`config.mk`:
```
export PLATFORM = sky130hd
export DESIGN_NAME = pulse_accum_pair
export DESIGN_NICKNAME = d
export VERILOG_FILES = /design/src/rtl/pacc_pkg.sv /design/src/rtl/pacc_sync_edge.sv /design/src/rtl/pacc_byte_counter.sv /design/src/rtl/pacc_ctrl.sv /design/src/rtl/pulse_accum_pair.sv
export SDC_FILE = /design/constraint.sdc
export NUM_CORES = 1
export LEC_CHECK = 0
export ABC_AREA = 1
export BUFFER_PORTS_ARGS = -buffer_cell sky130_fd_sc_hd__buf_2
export CORE_ASPECT_RATIO = 0.6
export CORE_UTILIZATION = 50
export DETAILED_ROUTE_END_ITERATION = 12
export PLACE_DENSITY = 0.86
export SETUP_SLACK_MARGIN = 0.05
export SYNTH_ARGS = -nofsm -noshare
export SYNTH_HDL_FRONTEND = slang
export SYNTH_HIERARCHICAL = 1
export SYNTH_SLANG_ARGS = --single-unit
export TNS_END_PERCENT = 20
```
`constraint.sdc`:
```
create_clock -name clk -period 1.7 [get_ports clk]
set_input_delay 0.255 -clock clk [delete_from_list [all_inputs] [get_ports clk]]
set_output_delay 0.255 -clock clk [all_outputs]
set_load 0.01 [all_outputs]
```
`src/rtl/pacc_pkg.sv`:
```
// Shared constants for the dual pulse accumulator: register addresses and
// control bit positions. Assumes a 2-bit register address space.
package pacc_pkg;
    localparam int ADDR_W  = 2;
    localparam logic [ADDR_W-1:0] A_CTRL = 2'd0;
    localparam logic [ADDR_W-1:0] A_LOW  = 2'd1;
    localparam logic [ADDR_W-1:0] A_HIGH = 2'd2;
    localparam int B_LO_EN  = 0;
    localparam int B_HI_EN  = 1;
    localparam int B_CASC   = 2;
    localparam int B_IE     = 3;
    localparam int B_FLAG   = 4;
endpackage

```
`src/rtl/pacc_sync_edge.sv`:
```
// Synchronises one asynchronous pin through STAGES flip-flops and flags a
// one-cycle pulse on each rising edge of the synchronised level.
// Assumes STAGES >= 2.
module pacc_sync_edge #(
    parameter int STAGES = 2
) (
    input  logic clk,
    input  logic rst_n,
    input  logic pin,
    output logic level,
    output logic rise
);
    logic [STAGES-1:0] chain;
    logic              last;

    // Shift the pin into the synchroniser chain and remember the last level.
    always_ff @(posedge clk) begin
        if (!rst_n) begin
            chain <= '0;
            last  <= 1'b0;
        end else begin
            chain <= {chain[STAGES-2:0], pin};
            last  <= chain[STAGES-1];
        end
    end

    assign level = chain[STAGES-1];
    assign rise  = level & ~last;

    // an edge pulse never lasts two cycles
    assert_single_pulse_R4: assert property (@(posedge clk) disable iff (!rst_n)
        rise |=> !rise);
endmodule

```
`src/rtl/pacc_byte_counter.sv`:
```
// One counter byte with a direct load port. A load beats an increment in the
// same cycle. wrap reports an increment that rolls the byte from all-ones to zero.
module pacc_byte_counter #(
    parameter int W = 8
) (
    input  logic         clk,
    input  logic         rst_n,
    input  logic         inc,
    input  logic         load,
    input  logic [W-1:0] load_val,
    output logic [W-1:0] count,
    output logic         wrap
);
    // Hold, load or step the count.
    always_ff @(posedge clk) begin
        if (!rst_n)
            count <= '0;
        else if (load)
            count <= load_val;
        else if (inc)
            count <= count + 1'b1;
    end

    assign wrap = inc && !load && (count == '1);

    // a load always wins
    assert_load_wins_R10: assert property (@(posedge clk) disable iff (!rst_n)
        load |=> count == $past(load_val));
    // an increment moves the byte by exactly one, modulo 2^W
    assert_step_one_R1: assert property (@(posedge clk) disable iff (!rst_n)
        (inc && !load) |=> count == W'($past(count) + 1'b1));
endmodule

```
`src/rtl/pacc_ctrl.sv`:
```
// Control register: per-counter enables, cascade, interrupt enable and the
// sticky overflow flag. A write with the flag bit set clears the flag, and a
// set in the same cycle overrides that clear.
module pacc_ctrl
    import pacc_pkg::*;
#(
    parameter int DW = 8
) (
    input  logic          clk,
    input  logic          rst_n,
    input  logic          wr,
    input  logic [DW-1:0] wdata,
    input  logic          set_ovf,
    output logic          lo_en,
    output logic          hi_en,
    output logic          casc,
    output logic          ie,
    output logic          flag
);
    // Load the enable bits on a control write.
    always_ff @(posedge clk) begin
        if (!rst_n) begin
            lo_en <= 1'b0;
            hi_en <= 1'b0;
            casc  <= 1'b0;
            ie    <= 1'b0;
        end else if (wr) begin
            lo_en <= wdata[B_LO_EN];
            hi_en <= wdata[B_HI_EN];
            casc  <= wdata[B_CASC];
            ie    <= wdata[B_IE];
        end
    end

    // Sticky overflow flag, where a set beats a clear.
    always_ff @(posedge clk) begin
        if (!rst_n)
            flag <= 1'b0;
        else if (set_ovf)
            flag <= 1'b1;
        else if (wr && wdata[B_FLAG])
            flag <= 1'b0;
    end

    // a set is never lost
    assert_set_wins_R9: assert property (@(posedge clk) disable iff (!rst_n)
        set_ovf |=> flag);
    // a clearing write without a set empties the flag
    assert_clear_R9: assert property (@(posedge clk) disable iff (!rst_n)
        (wr && wdata[B_FLAG] && !set_ovf) |=> !flag);
endmodule

```
`src/rtl/pulse_accum_pair.sv`:
```
// Two edge-counting byte accumulators that can be cascaded into one 16-bit
// counter on pin A. Provides a register port, a synchronised pin A level
// for the capture channel, and a gated overflow interrupt. timer_en is
// accepted but has no effect.
module pulse_accum_pair
    import pacc_pkg::*;
#(
    parameter int CW     = 8,
    parameter int STAGES = 2
) (
    input  logic              clk,
    input  logic              rst_n,
    input  logic              wr_en,
    input  logic [ADDR_W-1:0] wr_addr,
    input  logic [CW-1:0]     wr_data,
    input  logic [ADDR_W-1:0] rd_addr,
    output logic [CW-1:0]     rd_data,
    input  logic              pulse_a_pin,
    input  logic              pulse_b_pin,
    input  logic              timer_en,
    output logic              cap0_level,
    output logic              ovf_irq
);
    localparam int NCH = 2;

    logic [NCH-1:0] pins, levels, rises;
    logic lo_en, hi_en, casc, ie, flag;
    logic lo_inc, hi_inc, lo_wrap, hi_wrap, set_ovf;
    logic [CW-1:0] lo_cnt, hi_cnt;

    assign pins = {pulse_b_pin, pulse_a_pin};

    for (genvar i = 0; i < NCH; i++) begin : g_sync
        pacc_sync_edge #(.STAGES(STAGES)) u_sync (
            .clk(clk), .rst_n(rst_n), .pin(pins[i]),
            .level(levels[i]), .rise(rises[i]));
    end

    pacc_ctrl #(.DW(CW)) u_ctrl (
        .clk(clk), .rst_n(rst_n),
        .wr(wr_en && wr_addr == A_CTRL), .wdata(wr_data),
        .set_ovf(set_ovf),
        .lo_en(lo_en), .hi_en(hi_en), .casc(casc), .ie(ie), .flag(flag));

    // Increment selection: in cascade mode the high byte takes the low carry.
    always_comb begin
        lo_inc = rises[0] && (casc || lo_en);
        hi_inc = casc ? lo_wrap : (rises[1] && hi_en);
    end

    pacc_byte_counter #(.W(CW)) u_low (
        .clk(clk), .rst_n(rst_n), .inc(lo_inc),
        .load(wr_en && wr_addr == A_LOW), .load_val(wr_data),
        .count(lo_cnt), .wrap(lo_wrap));

    pacc_byte_counter #(.W(CW)) u_high (
        .clk(clk), .rst_n(rst_n), .inc(hi_inc),
        .load(wr_en && wr_addr == A_HIGH), .load_val(wr_data),
        .count(hi_cnt), .wrap(hi_wrap));

    assign set_ovf    = casc && hi_wrap;
    assign ovf_irq    = flag && ie;
    assign cap0_level = levels[0];

    // Read multiplexer.
    always_comb begin
        rd_data = '0;
        case (rd_addr)
            A_CTRL: begin
                rd_data[B_LO_EN] = lo_en;
                rd_data[B_HI_EN] = hi_en;
                rd_data[B_CASC]  = casc;
                rd_data[B_IE]    = ie;
                rd_data[B_FLAG]  = flag;
            end
            A_LOW:   rd_data = lo_cnt;
            A_HIGH:  rd_data = hi_cnt;
            default: rd_data = '0;
        endcase
    end

    // a change on timer_en alone never moves the counts
    assert_timer_ignored_R7: assert property (@(posedge clk) disable iff (!rst_n)
        (timer_en != $past(timer_en)) && !rises[0] && !rises[1] && !wr_en
        |=> $stable({hi_cnt, lo_cnt}));
    // in cascade mode pin B never moves the high byte by itself
    assert_b_ignored_R2: assert property (@(posedge clk) disable iff (!rst_n)
        casc && !lo_wrap && !wr_en |=> $stable(hi_cnt));
    // the cascaded counter leaves 0xFFFF to zero and raises the flag
    assert_overflow_R5: assert property (@(posedge clk) disable iff (!rst_n)
        (casc && lo_inc && !wr_en && lo_cnt == '1 && hi_cnt == '1)
        |=> flag && lo_cnt == '0 && hi_cnt == '0);
    // no request while the enable is clear
    assert_irq_gate_R6: assert property (@(posedge clk) disable iff (!rst_n)
        !ie |-> !ovf_irq);
endmodule

```
==> impl_results.md <==
- Longest Clk Path Bufs: 2
- Crit share post-route: 0.986
- Cell Pwr Density: 590 mW/mm^2
- CTS tree: done
- Clock Sinks: 27
- Post-Syn Instances: 250
- WL per Instance: about 12 um
- Core ar.: approximately 0.0030 sq mm
- Synth area leaders: dfxtp_1, nand2_1, inv_1
- Hold depth: 3
- Worst Hold Class: input pin to flip-flop
- FMAX: around 600 MHz
- Synth top area share: 0.320
- Crit path kind: flip-flop to flip-flop
- Worst vdd ir: 447 uV
- Diode count: 0
- Initial antenna violation count: 0
- Final Power: roughly 1200 uW
- Detailed Place HPWL: between 3000 and 4000 um
- Worst-path clk slew: roughly 90 ps
- # IOs: 28
- Fin crit period: approximately 1700 ps
- CP Launch Type: flip-flop
- Clock Tree Root: clkbuf_8
- Largest net degree at the start of global routing: 22
- Critical Path Fanout Max: 4
- Final Max Slew Viols: 0
- R2r startpoint: u_low/count[1]
- Layout Cells excl Fill: around 340
- RR Endpoint: u_ctrl/flag
- Final nets: around 320
- DRT iter0 DRCs: 140
- Ys async rst share: 0
- Final Util: 0.686
- Place WS: -86.1 ps
- Yosys cell types: 27
- Leakage: about 0.001 uW
- R2R cell count: 13
- Max cap viols: 0
- Min-delay src: pulse_b_pin
- H-tree level count: 1
- Share of layout cells above drive strength 1: 0.280
- Setup Skew: just under 4 ps
- Hold_buf cts: 0
- Synth warnings: 6
- Final Hold Viols: 0
- Nature of the critical path endpoint: flip-flop
- Endpoints failing setup: 0
- Post-detailed-route count of antenna-violating nets: 0
- Vias per std cell: ~5.2
- Placed cells: 330
- Most common cell after layout, fill and taps aside: nand2_1
- Overflow after GRT: 0
- Layout area overhead: 23.3%
- PortBufs: 26
- Critical Path AT: about 1900 ps
- Clk Latency, worst-skew pair: between 200 and 300 ps
- Yosys reg bits: 27
- Initial core utilization: 0.556
- Commonest register cell after synthesis: dfxtp_1
- First-pass GRT wire length: around 6700 um
- Router iterations before antenna repair: 7
- Critical Path RT: roughly 1900 ps
- Worst slew pin tran: roughly 370 ps
- Hold_ws: ~160 ps
- Post-synth top area cell: dfxtp_1
- Die ar.: between 0.003 and 0.004 sq mm
- Vias in the first global route: 1,423
- Rows: 15
- Synthesized area: 0.00169 sq mm
- DR vias: approximately 1,700
- Avg Synthesized Cell Area: 6.77 sq um
- Total CTS buffers: 3
- Syn_nets: around 270
- Status: finished clean
- Endpoint, Worst Hold: g_sync[1].u_sync/chain[0]
- Placer Congestion: roughly 0.9
- Total track usage: 0.242
- Remaining DRCs: 0
- Die H: roughly 47 um
- WL final: around 4100 um
- Worst slew margin: 0.755
- Die X: between 70 and 80 um
- Commonest cells after routing, fill and taps aside: nand2_1, inv_1, buf_2, dfxtp_1, nand3_1
- Final worst-path setup slack: about 24 ps
- RSZ-0062 raised after global routing: yes
- EDFF count, synth: 0
- Post-synthesis sequential area ratio: 0.320
- Flop-to-flop setup slack: ~24 ps
## per-stage QoR
| stage | setup TNS [ps] | cell area (sq um) |
|---|---|---|
| after floorplan | 0 | 1730 |
| after global placement | -18.6 | 2000 |
| after detailed placement | -116 | 2000 |
| after CTS | 0 | 2070 |
| after global routing | -240 | 2090 |
| final | 0 | 2090 |
## metal layers
| layer | part of all wire | up-vias | track usage | wire [um] |
|---|---|---|---|---|
| li1 | - | 878 | - | - |
| met1 | 0.49 | 768 | 0.359 | 2020 |
| met2 | 0.40 | 93 | 0.377 | 1670 |
| met3 | 0.11 | 2 | 0.0388 | 439 |
| met4 | 0.0019 | 0 | 0.0453 | 8 |
| met5 | 0 | - | 0 | 0 |
## what timing repair did
| item | in CTS | in global routing |
|---|---|---|
| buffers inserted | 1 | 0 |
| resized for setup | 1 | 5 |
| pin swaps | 4 | 2 |
| setup endpoints to repair | 9 | 9 |
## cells by family (layout without fill, tap and decap cells)
logic type      after synthesis  after routing  synth area share
simple gates                125            125             0.346
buf+inv                      48             91             0.123
compound gates               38             38             0.136
flops                        27             27             0.320
fa+ha+maj                     6              6            0.0444
xor+xnor                      6              6            0.0311
## cells in the mapped netlist (2+ instances only)
master and instances:
inv_1 38, xnor2_1 4, nand2_4 2, buf_6 2
a21oi_1 12, inv_2 4, nor4_2 2, o21ai_0 10
nor2_4 2, dfxtp_1 27, clkinv_4 2, a22oi_1 10
nor2_1 17, ha_1 6, xor2_1 2, o21bai_1 2
nand3_2 4, nand2_2 2, nand3_1 19, a21oi_2 2
nor2_2 4, nor3_1 4, nand2_1 69
## sequential cells by signal, summed over array words and instances, names as in the netlist
| signal | flops |
|---|---|
| g_sync.u_sync/chain | 4 |
| u_ctrl/lo_en | 1 |
| u_ctrl/hi_en | 1 |
| u_ctrl/flag | 1 |
| g_sync.u_sync/last | 2 |
| u_high/count | 8 |
| u_ctrl/ie | 1 |
| u_low/count | 8 |
| u_ctrl/casc | 1 |
## how the worst max path moves through the flow
stage	from	endpoint	slack (ps)	cells past startpoint
floorplan	u_low/count[1]	u_ctrl/flag	20	13
global placement	u_low/count[1]	u_ctrl/flag	-20	13
detailed placement	u_low/count[1]	u_ctrl/flag	-90	13
CTS	u_low/count[1]	u_ctrl/flag	2	13
global route	g_sync[0].u_sync/chain[1]	u_ctrl/flag	-90	13
finish	u_low/count[1]	u_ctrl/flag	20	13
## final cells by class
class                      instances  area [sq um]
multi-input combinational        175          1000
inverter                          44           175
clock inverter                     1          5.00
timing repair buffer              43           258
sequential                        27           549
clock buffer                       3          41.3
fill                             267           955
tap                               42          52.6
## critical path, cell delays in order (launching register included)
cell and delay (ps):
dfxtp_4 370, ha_4 130, nand3_2 100, nor2_4 100, inv_2 50, nor4_4 120
nand2_1 120, o21ai_4 110, nand2_4 110, nor4_4 140, nand2_1 70, inv_1 50
inv_1 30, a21oi_1 100
## power breakdown
part           leakage (uW)  switching (uW)  internal, uW
clock network     0.0000255             200           164
logic              0.000774             115          76.5
registers          0.000222            19.3           655
total               0.00102             334           896
No activity file was read; power rests on OpenSTA's default activity.
